`config.mk`:
```
export PLATFORM = sky130hd
export DESIGN_NAME = ptp_stamp_capture
export DESIGN_NICKNAME = d
export VERILOG_FILES = /design/src/rtl/ptp_stamp_capture.sv
export SDC_FILE = /design/constraint.sdc
export NUM_CORES = 1
export LEC_CHECK = 0
export BUFFER_PORTS_ARGS = -buffer_cell sky130_fd_sc_hd__buf_2
export CORE_MARGIN = 1
export CORE_UTILIZATION = 39
export DETAILED_ROUTE_END_ITERATION = 16
export GPL_TIMING_DRIVEN = 1
export SYNTH_ARGS = -nofsm -noshare
export SYNTH_HDL_FRONTEND = slang
export SYNTH_SLANG_ARGS = --single-unit
export TNS_END_PERCENT = 20
```
`constraint.sdc`:
```
create_clock -name clk -period 4.2 [get_ports clk]
set_clock_uncertainty 0.2 [all_clocks]
set_input_delay 0.42 -clock clk [delete_from_list [all_inputs] [get_ports clk]]
set_output_delay 0.42 -clock clk [all_outputs]
set_load 0.02 [all_outputs]
```
`src/rtl/ptp_stamp_capture.sv`:
```
module ptp_stamp_capture #(
  parameter int REG_W = 32,
  parameter int ADDR_W = 3,
  parameter logic [15:0] PTP_ETYPE = 16'h88F7,
  parameter logic [15:0] PTP_PORT = 16'd319,
  parameter logic [7:0] UDP_PROTO = 8'd17
) (
  input  logic              clk,
  input  logic              rst_n,
  input  logic [2*REG_W-1:0] sys_time,
  input  logic              tx_sop,
  input  logic              rx_sop,
  input  logic [15:0]       rx_ethertype,
  input  logic [7:0]        rx_ip_proto,
  input  logic [15:0]       rx_udp_src,
  input  logic [15:0]       rx_udp_dst,
  input  logic [3:0]        rx_ptp_ver,
  input  logic [3:0]        rx_msg_type,
  input  logic [ADDR_W-1:0] reg_addr,
  input  logic              reg_wr,
  input  logic              reg_rd,
  input  logic [REG_W-1:0]  reg_wdata,
  output logic [REG_W-1:0]  reg_rdata,
  output logic              irq
);
  localparam int TIME_W = 2*REG_W;
  localparam logic [ADDR_W-1:0] A_TXCTL = 0, A_RXCTL = 1, A_MSG = 2,
    A_TXLO = 3, A_TXHI = 4, A_RXLO = 5, A_RXHI = 6;
  localparam logic [2:0] M_ALL = 3'd1, M_V1 = 3'd2, M_V2 = 3'd3, M_V2EV = 3'd4;

  logic tx_en, tx_mask, tx_valid, rx_en, rx_valid, rx_srcchk;
  logic [2:0] rx_mode;
  logic [3:0] msg_sel;
  logic [TIME_W-1:0] tx_stamp, rx_stamp;

  wire tx_hi_rd = reg_rd && reg_addr == A_TXHI;
  wire rx_hi_rd = reg_rd && reg_addr == A_RXHI;

  wire l2_hit = rx_ethertype == PTP_ETYPE;
  wire l4_hit = rx_ip_proto == UDP_PROTO && rx_udp_dst == PTP_PORT &&
                (!rx_srcchk || rx_udp_src == PTP_PORT);
  wire ver1 = rx_ptp_ver == 4'd1;
  wire ver2 = rx_ptp_ver == 4'd2;
  wire type_hit = rx_msg_type == msg_sel;
  wire event_hit = rx_msg_type < 4'd4;

  logic rx_hit;
  always_comb begin
    case (rx_mode)
      M_ALL:   rx_hit = 1'b1;
      M_V1:    rx_hit = l4_hit && ver1 && type_hit;
      M_V2:    rx_hit = (l2_hit || l4_hit) && ver2 && type_hit;
      M_V2EV:  rx_hit = (l2_hit || l4_hit) && ver2 && event_hit;
      default: rx_hit = 1'b0;
    endcase
  end

  wire tx_take = tx_en && tx_sop && !tx_valid;
  wire rx_take = rx_en && rx_sop && !rx_valid && rx_hit;

  always_ff @(posedge clk) begin
    if (!rst_n) begin
      tx_en <= 1'b0; tx_mask <= 1'b0; tx_valid <= 1'b0;
      rx_en <= 1'b0; rx_valid <= 1'b0; rx_srcchk <= 1'b0;
      rx_mode <= '0; msg_sel <= '0;
      tx_stamp <= '0; rx_stamp <= '0;
    end else begin
      if (reg_wr && reg_addr == A_TXCTL) begin
        tx_en <= reg_wdata[0];
        tx_mask <= reg_wdata[2];
      end
      if (reg_wr && reg_addr == A_RXCTL) begin
        rx_en <= reg_wdata[0];
        rx_mode <= reg_wdata[6:4];
        rx_srcchk <= reg_wdata[7];
      end
      if (reg_wr && reg_addr == A_MSG) msg_sel <= reg_wdata[3:0];

      if (tx_take) begin
        tx_stamp <= sys_time;
        tx_valid <= 1'b1;
      end else if (tx_hi_rd) tx_valid <= 1'b0;

      if (rx_take) begin
        rx_stamp <= sys_time;
        rx_valid <= 1'b1;
      end else if (rx_hi_rd) rx_valid <= 1'b0;
    end
  end

  always_comb begin
    reg_rdata = '0;
    case (reg_addr)
      A_TXCTL: reg_rdata[2:0] = {tx_mask, tx_valid, tx_en};
      A_RXCTL: reg_rdata[7:0] = {rx_srcchk, rx_mode, 2'b00, rx_valid, rx_en};
      A_MSG:   reg_rdata[3:0] = msg_sel;
      A_TXLO:  reg_rdata = tx_stamp[REG_W-1:0];
      A_TXHI:  reg_rdata = tx_stamp[TIME_W-1:REG_W];
      A_RXLO:  reg_rdata = rx_stamp[REG_W-1:0];
      A_RXHI:  reg_rdata = rx_stamp[TIME_W-1:REG_W];
      default: reg_rdata = '0;
    endcase
  end

  assign irq = tx_valid && tx_mask;

  // Held stamps stay put until the high word is read.
  assert_tx_hold_R4: assert property (@(posedge clk) disable iff (!rst_n)
    (tx_valid && !tx_hi_rd) |=> (tx_valid && $stable(tx_stamp)));
  assert_rx_hold_R4: assert property (@(posedge clk) disable iff (!rst_n)
    (rx_valid && !rx_hi_rd) |=> (rx_valid && $stable(rx_stamp)));
  assert_tx_rearm_R5: assert property (@(posedge clk) disable iff (!rst_n)
    (tx_valid && tx_hi_rd) |=> !tx_valid);
  assert_rx_gate_R6: assert property (@(posedge clk) disable iff (!rst_n)
    (!rx_en && !rx_valid) |=> !rx_valid);
  assert_tx_gate_R6: assert property (@(posedge clk) disable iff (!rst_n)
    (!tx_en && !tx_valid) |=> !tx_valid);
  assert_irq_idle_R13: assert property (@(posedge clk) disable iff (!rst_n)
    !tx_valid |-> !irq);
  assert_tx_capture_R3: assert property (@(posedge clk) disable iff (!rst_n)
    (tx_en && tx_sop && !tx_valid) |=> (tx_valid && tx_stamp == $past(sys_time)));
endmodule

```
; After elaboration in Yosys (flattened, before gate mapping)
; Index checks and enable logic that the tools add are counted.
; Widths: inputs -> output; s select.
[totals]
regBits = 141
latchBits = 0
ram_bits = 0
rom_bits = 0
elab_cells = 63
memories = 0
[classes]
add_sub_neg = 0
n_mul = 0
div = 0
magnitude_cmp = 1
n_eq_ne = 17
n_shift = 0
mux = 9
n_bitwise = 0
n_reduce_logical = 26
[ops]
columns = operator, n
row1 = $pmux 24 s4, 1
row2 = $eq 16x9->1 const B, 2
row3 = $pmux 3 s7, 1
row4 = $pmux 4 s5, 1
row5 = $logic_and 1x1->1, 18
row6 = $eq 16x16->1 const B, 1
row7 = $eq 3x2->1 const B, 4
row8 = $eq 3x3->1 const B, 4
row9 = $eq 8x5->1 const B, 1
row10 = $eq 3x1->1 const B, 2
row11 = $pmux 1 s5, 1
row12 = $eq 4x1->1 const B, 1
row13 = $eq 4x2->1 const B, 1
row14 = $eq 4x4->1, 1
row15 = $lt 4x3->1 const B, 1
row16 = $mux 1, 4
row17 = $pmux 1 s4, 1
row18 = $reduce_bool 2->1, 2
row19 = $logic_not 1->1, 3
row20 = $logic_not 3->1, 1
row21 = $logic_or 1x1->1, 2

; Longest topological paths before layout
[depth]
ltp_word = 9
ltp_mapped = 8
ltp_nobuf = 6

; Worst setup path after synthesis
; No wires, ideal clock.
[synth_timing]
kind = input-to-reg
from = input port rx_udp_src[9]
to = register rx_stamp[44]
setup_ps = 72
t_arrival_ps = 2485
setup_slack_ps = 1443
cell_stages = 8
path_buffers = 2
cell_sequence = or4b_1 o41a_1 o32ai_1 a31oi_1 nor4_2 buf_6 buf_6 mux2i_1
[synth_between]
elab_chain_len = 8
elab_cells_between_ends = 11
classes_between = eq/ne: 1 / mux: 1 / reduce/logical: 9
[synth_rtl]
columns = item, line_no
row1 = "start, declared", 15  ; input logic [15:0] rx_udp_src,
row2 = $eq 16x9->1 *, 41  ; (!rx_srcchk || rx_udp_src == PTP_PORT);
row3 = $logic_or 1x1->1 *, 41
row4 = $logic_and 1x1->1 *, 40  ; wire l4_hit = rx_ip_proto == UDP_PROTO && rx_udp_dst == PTP_PORT &&
row5 = $logic_or 1x1->1, "52, 53"
row6 = $logic_and 1x1->1, "52, 53"
row7 = "$logic_and 1x1->1, on equally long branches", "53, 52"
row8 = $pmux 1 s4 *, 49  ; case (rx_mode)
row9 = $logic_and 1x1->1 *, 59  ; wire rx_take = rx_en && rx_sop && !rx_valid && rx_hit;
row10 = "end signal, assigned", 85  ; rx_stamp <= sys_time;
row11 = "end, declared", 34  ; logic [TIME_W-1:0] tx_stamp, rx_stamp;
; Every way passes the cells marked *; elsewhere a longest branch is shown, timed or not.
; A chain may end at the register's enable or synchronous reset.

; Worst setup path in the final report
[layout_timing]
from = input port reg_addr[2]
to = output port reg_rdata[4]
[layout_between]
elab_chain_len = 2
elab_cells_between_ends = 6
classes_between = eq/ne: 5 / mux: 1
[layout_rtl]
columns = item, line_no
row1 = "start, declared", 19  ; input logic [ADDR_W-1:0] reg_addr,
row2 = "$eq 3x3->1, or another cell as far along", 93  ; case (reg_addr)
row3 = $pmux 4 s5 *, 93
row4 = "end, declared", 23  ; output logic [REG_W-1:0] reg_rdata,
; Marks and branches as above.

==> key figures <==
Power
  – Leakage: around 3.1 nW
  – VDD IR max: 279 µV
  – PwrDens: 379 mW/mm²

Synthesis
  – Commonest cells in the netlist: 291 x nand2_1, 141 x dfxtp_1, 82 x mux2i_1
  – Sequential share of the synthesized area: 0.432
  – Synth Instances: about 800
  – Top_reg_cell synth: dfxtp_1
  – Dominant cells by area after synthesis: dfxtp_1 43%, nand2_1 17%, mux2i_1 13%
  – Number of distinct library cells after synthesis: between 40 and 50
  – Yosys top cell area share: 0.432
  – Count of flip-flops with a built-in enable after synthesis: 0
  – Most frequent cell after synthesis: nand2_1
  – Mapped Nets: roughly 950
  – FF+latch count, synth: 141
  – Yosys top cell by area: dfxtp_1
  – Fraction of registers with async set/reset: 0
  – Syn_area_per_cell: approximately 8.4 µm²
  – Synthesis Warnings: 0
  – Cell Area, Synth: 0.00654 mm²

GRT
  – Grt total ovfl: 0
  – Vias in the first global route: 5622
  – First-pass GRT wire length: a little under 30000 µm
  – Largest net degree at the start of global routing: between 100 and 150
  – Initial antenna violation count: 1
  – GRT Resource Usage Total: 0.214

STA
  – Final worst-path cycle share: 0.697
  – Fin crit period: 2.93 ns
  – Final hold vios: 0
  – Fin Setup TNS: 0 ns
  – RSZ-0062 raised after global routing: no
  – Max-slew violation count: 0
  – Peak Freq: 341 MHz
  – Slew HR: 0.347
  – Setup violators final: 0
  – Slew @ Worst Pin: just under 1 ns

Route
  – DRT Pass-1 Iters: 5
  – Antenna-violating nets left: 0
  – DRT iter0 DRCs: 337
  – Via density: 5.09
  – Routed WL per cell: 15.8 µm
  – # DRC: 0
  – Via count: 5873
  – Routed Wire Length: 18300 µm

Floorplanning
  – Die W: 131 µm
  – Core area: 0.0161 mm²
  – Die height: 131 µm
  – # rows: between 40 and 50
  – Die area: 0.0173 mm²
  – # IOs: roughly 200
  – Initial Util: 0.406

Outcome
  – Status: finished clean

Critical path
  – CP endpoint kind: output port
  – Critical Path RT: around 3.6 ns
  – R2R Path End: rx_stamp[24]
  – Reg-to-reg startpoint: msg_sel[0]
  – Reg2reg setup slack: 1.78 ns
  – Crit path to: reg_rdata[4]
  – Worst R2R Path Depth: 7
  – CP Data Arrival Time: approximately 2.3 ns
  – CP Launch Type: input port
  – Type of the worst setup path: in2out
  – Max FO, Critical Path: 21
  – Crit. Startpoint: reg_addr[2]

Finish
  – Nets: 1094
  – Ratio of cells with drive above 1 in the final layout: 0.237
  – Area delta synth->final: 24.2%
  – Register Area: 0.00282 mm²
  – Area of the multi-input gates: 0.00344 mm²
  – Finished Layout Cells: 1154
  – Filler cells: around 1600
  – Final core occ: 0.504
  – ANT cells: 0

Clock network
  – Clk sinks: 141
  – Inserted Clock Buffers: 17
  – H-tree depth: 4
  – CTS root buf: clkbuf_16
  – Clk buf depth: 2
  – Resized cells post-CTS: 0
  – Skew-Pair Late Insertion Delay: 0.42 ns
  – Setup Buffers After CTS: 0
  – Worst-path clk slew: ~0.06 ns
  – Hold_buf cts: 0
  – TritonCTS clock tree: done

Placement
  – Post-DP HPWL: 12000 µm
  – Placer Congestion: 0.801
  – # port buffers: between 150 and 200
  – Placed cells: about 1100

Flow run
  – # Max-Cap Violations: 0

Hold path
  – HP Class: in2reg
  – Hold Startpoint: sys_time[17]
[worst min path at each step]
stage	end	slack (ns)	cells after the start
after detailed placement	rx_stamp[35]	0.25	2
after floorplan	rx_stamp[35]	0.23	2
after global placement	rx_stamp[55]	0.24	2
after global routing	rx_stamp[18]	0.04	3
after CTS	rx_stamp[17]	0.04	3
final	rx_stamp[17]	0.05	3
[cell type report]
| class | instances | area share |
|---|---|---|
| clock buffers | 22 | 0.0559 |
| clock inverters | 10 | 0.0173 |
| multi-input cells | 579 | 0.424 |
| flip-flops and latches | 141 | 0.348 |
| well taps | 216 | 0.0333 |
| repair buffers | 186 | 0.122 |
[where the power goes]
group	total (mW)	internal, mW	switching (mW)	leakage, nW
sequential	1.35	1.35	0.00535	1.14
combinational	0.209	0.0908	0.118	1.71
clock	1.51	0.949	0.566	0.280
[placed cells by master (no fill, tap or decap), types with 2 or more instances in the layout]
master,instances
bufinv_16,3
and2_1,4
buf_4,7
mux2i_1,82
a21boi_0,65
clkinv_2,2
nor3_1,3
nor4_1,2
nand3_1,2
a221o_1,4
buf_2,176
nor4b_1,5
nor2b_1,15
a21oi_1,5
clkbuf_16,17
nand4b_1,3
a22oi_1,51
xnor2_1,4
dfxtp_1,141
nand2b_1,3
nand4_1,4
nand2_1,291
clkinvlp_4,3
nor2_1,5
clkbuf_1,4
buf_12,3
o21ai_0,8
mux2_2,2
nand3b_1,2
clkinv_4,2
[cells by family (layout without fill, tap and decap cells)]
| group | after synthesis | in the layout | share of synthesized area |
|---|---|---|---|
| compound gates | 141 | 141 | 0.159 |
| xor+xnor | 4 | 4 | 0.00536 |
| buf+inv | 62 | 218 | 0.0448 |
| flops | 141 | 141 | 0.432 |
| mux | 85 | 85 | 0.132 |
| simple gates | 349 | 349 | 0.227 |
[critical path: stages]
cell	delay (ns)
buf_2	0.23
nor2b_1	0.37
and2_1	0.44
buf_4	0.38
nand2_1	0.09
o21ai_0	0.08
a221o_1	0.13
buf_2	0.16
[sequential cells by signal (all words and copies together), names as in the netlist]
| name | cells |
|---|---|
| tx_en | 1 |
| rx_srcchk | 1 |
| tx_stamp | 64 |
| rx_mode | 3 |
| rx_stamp | 64 |
| rx_en | 1 |
| tx_mask | 1 |
| rx_valid | 1 |
| msg_sel | 4 |
| tx_valid | 1 |
[through the flow]
| stage | instance area [µm²] | setup WS, ns | hold WS, ns | total power [mW] |
|---|---|---|---|---|
| after CTS | 8120 | 1.26 | 0.0396 | 3.11 |
| final | 8120 | 1.27 | 0.0541 | 3.07 |
| after detailed placement | 7530 | 0.938 | 0.246 | 1.59 |
| after global placement | 7530 | 1.00 | 0.243 | 1.59 |
| after global routing | 8120 | 1.14 | 0.0381 | 3.19 |
| after floorplan | 6540 | 1.44 | 0.231 | 1.48 |
[per-layer routing]
layer / GRT usage / up-vias / wire (µm)
met4: 0.0782 / 2 / 365
met2: 0.350 / 187 / 8600
met1: 0.264 / 2713 / 8160
met5: 0 / - / 10
li1: - / 2947 / -
met3: 0.0640 / 24 / 1130
Power figures use the tool's default switching activity.
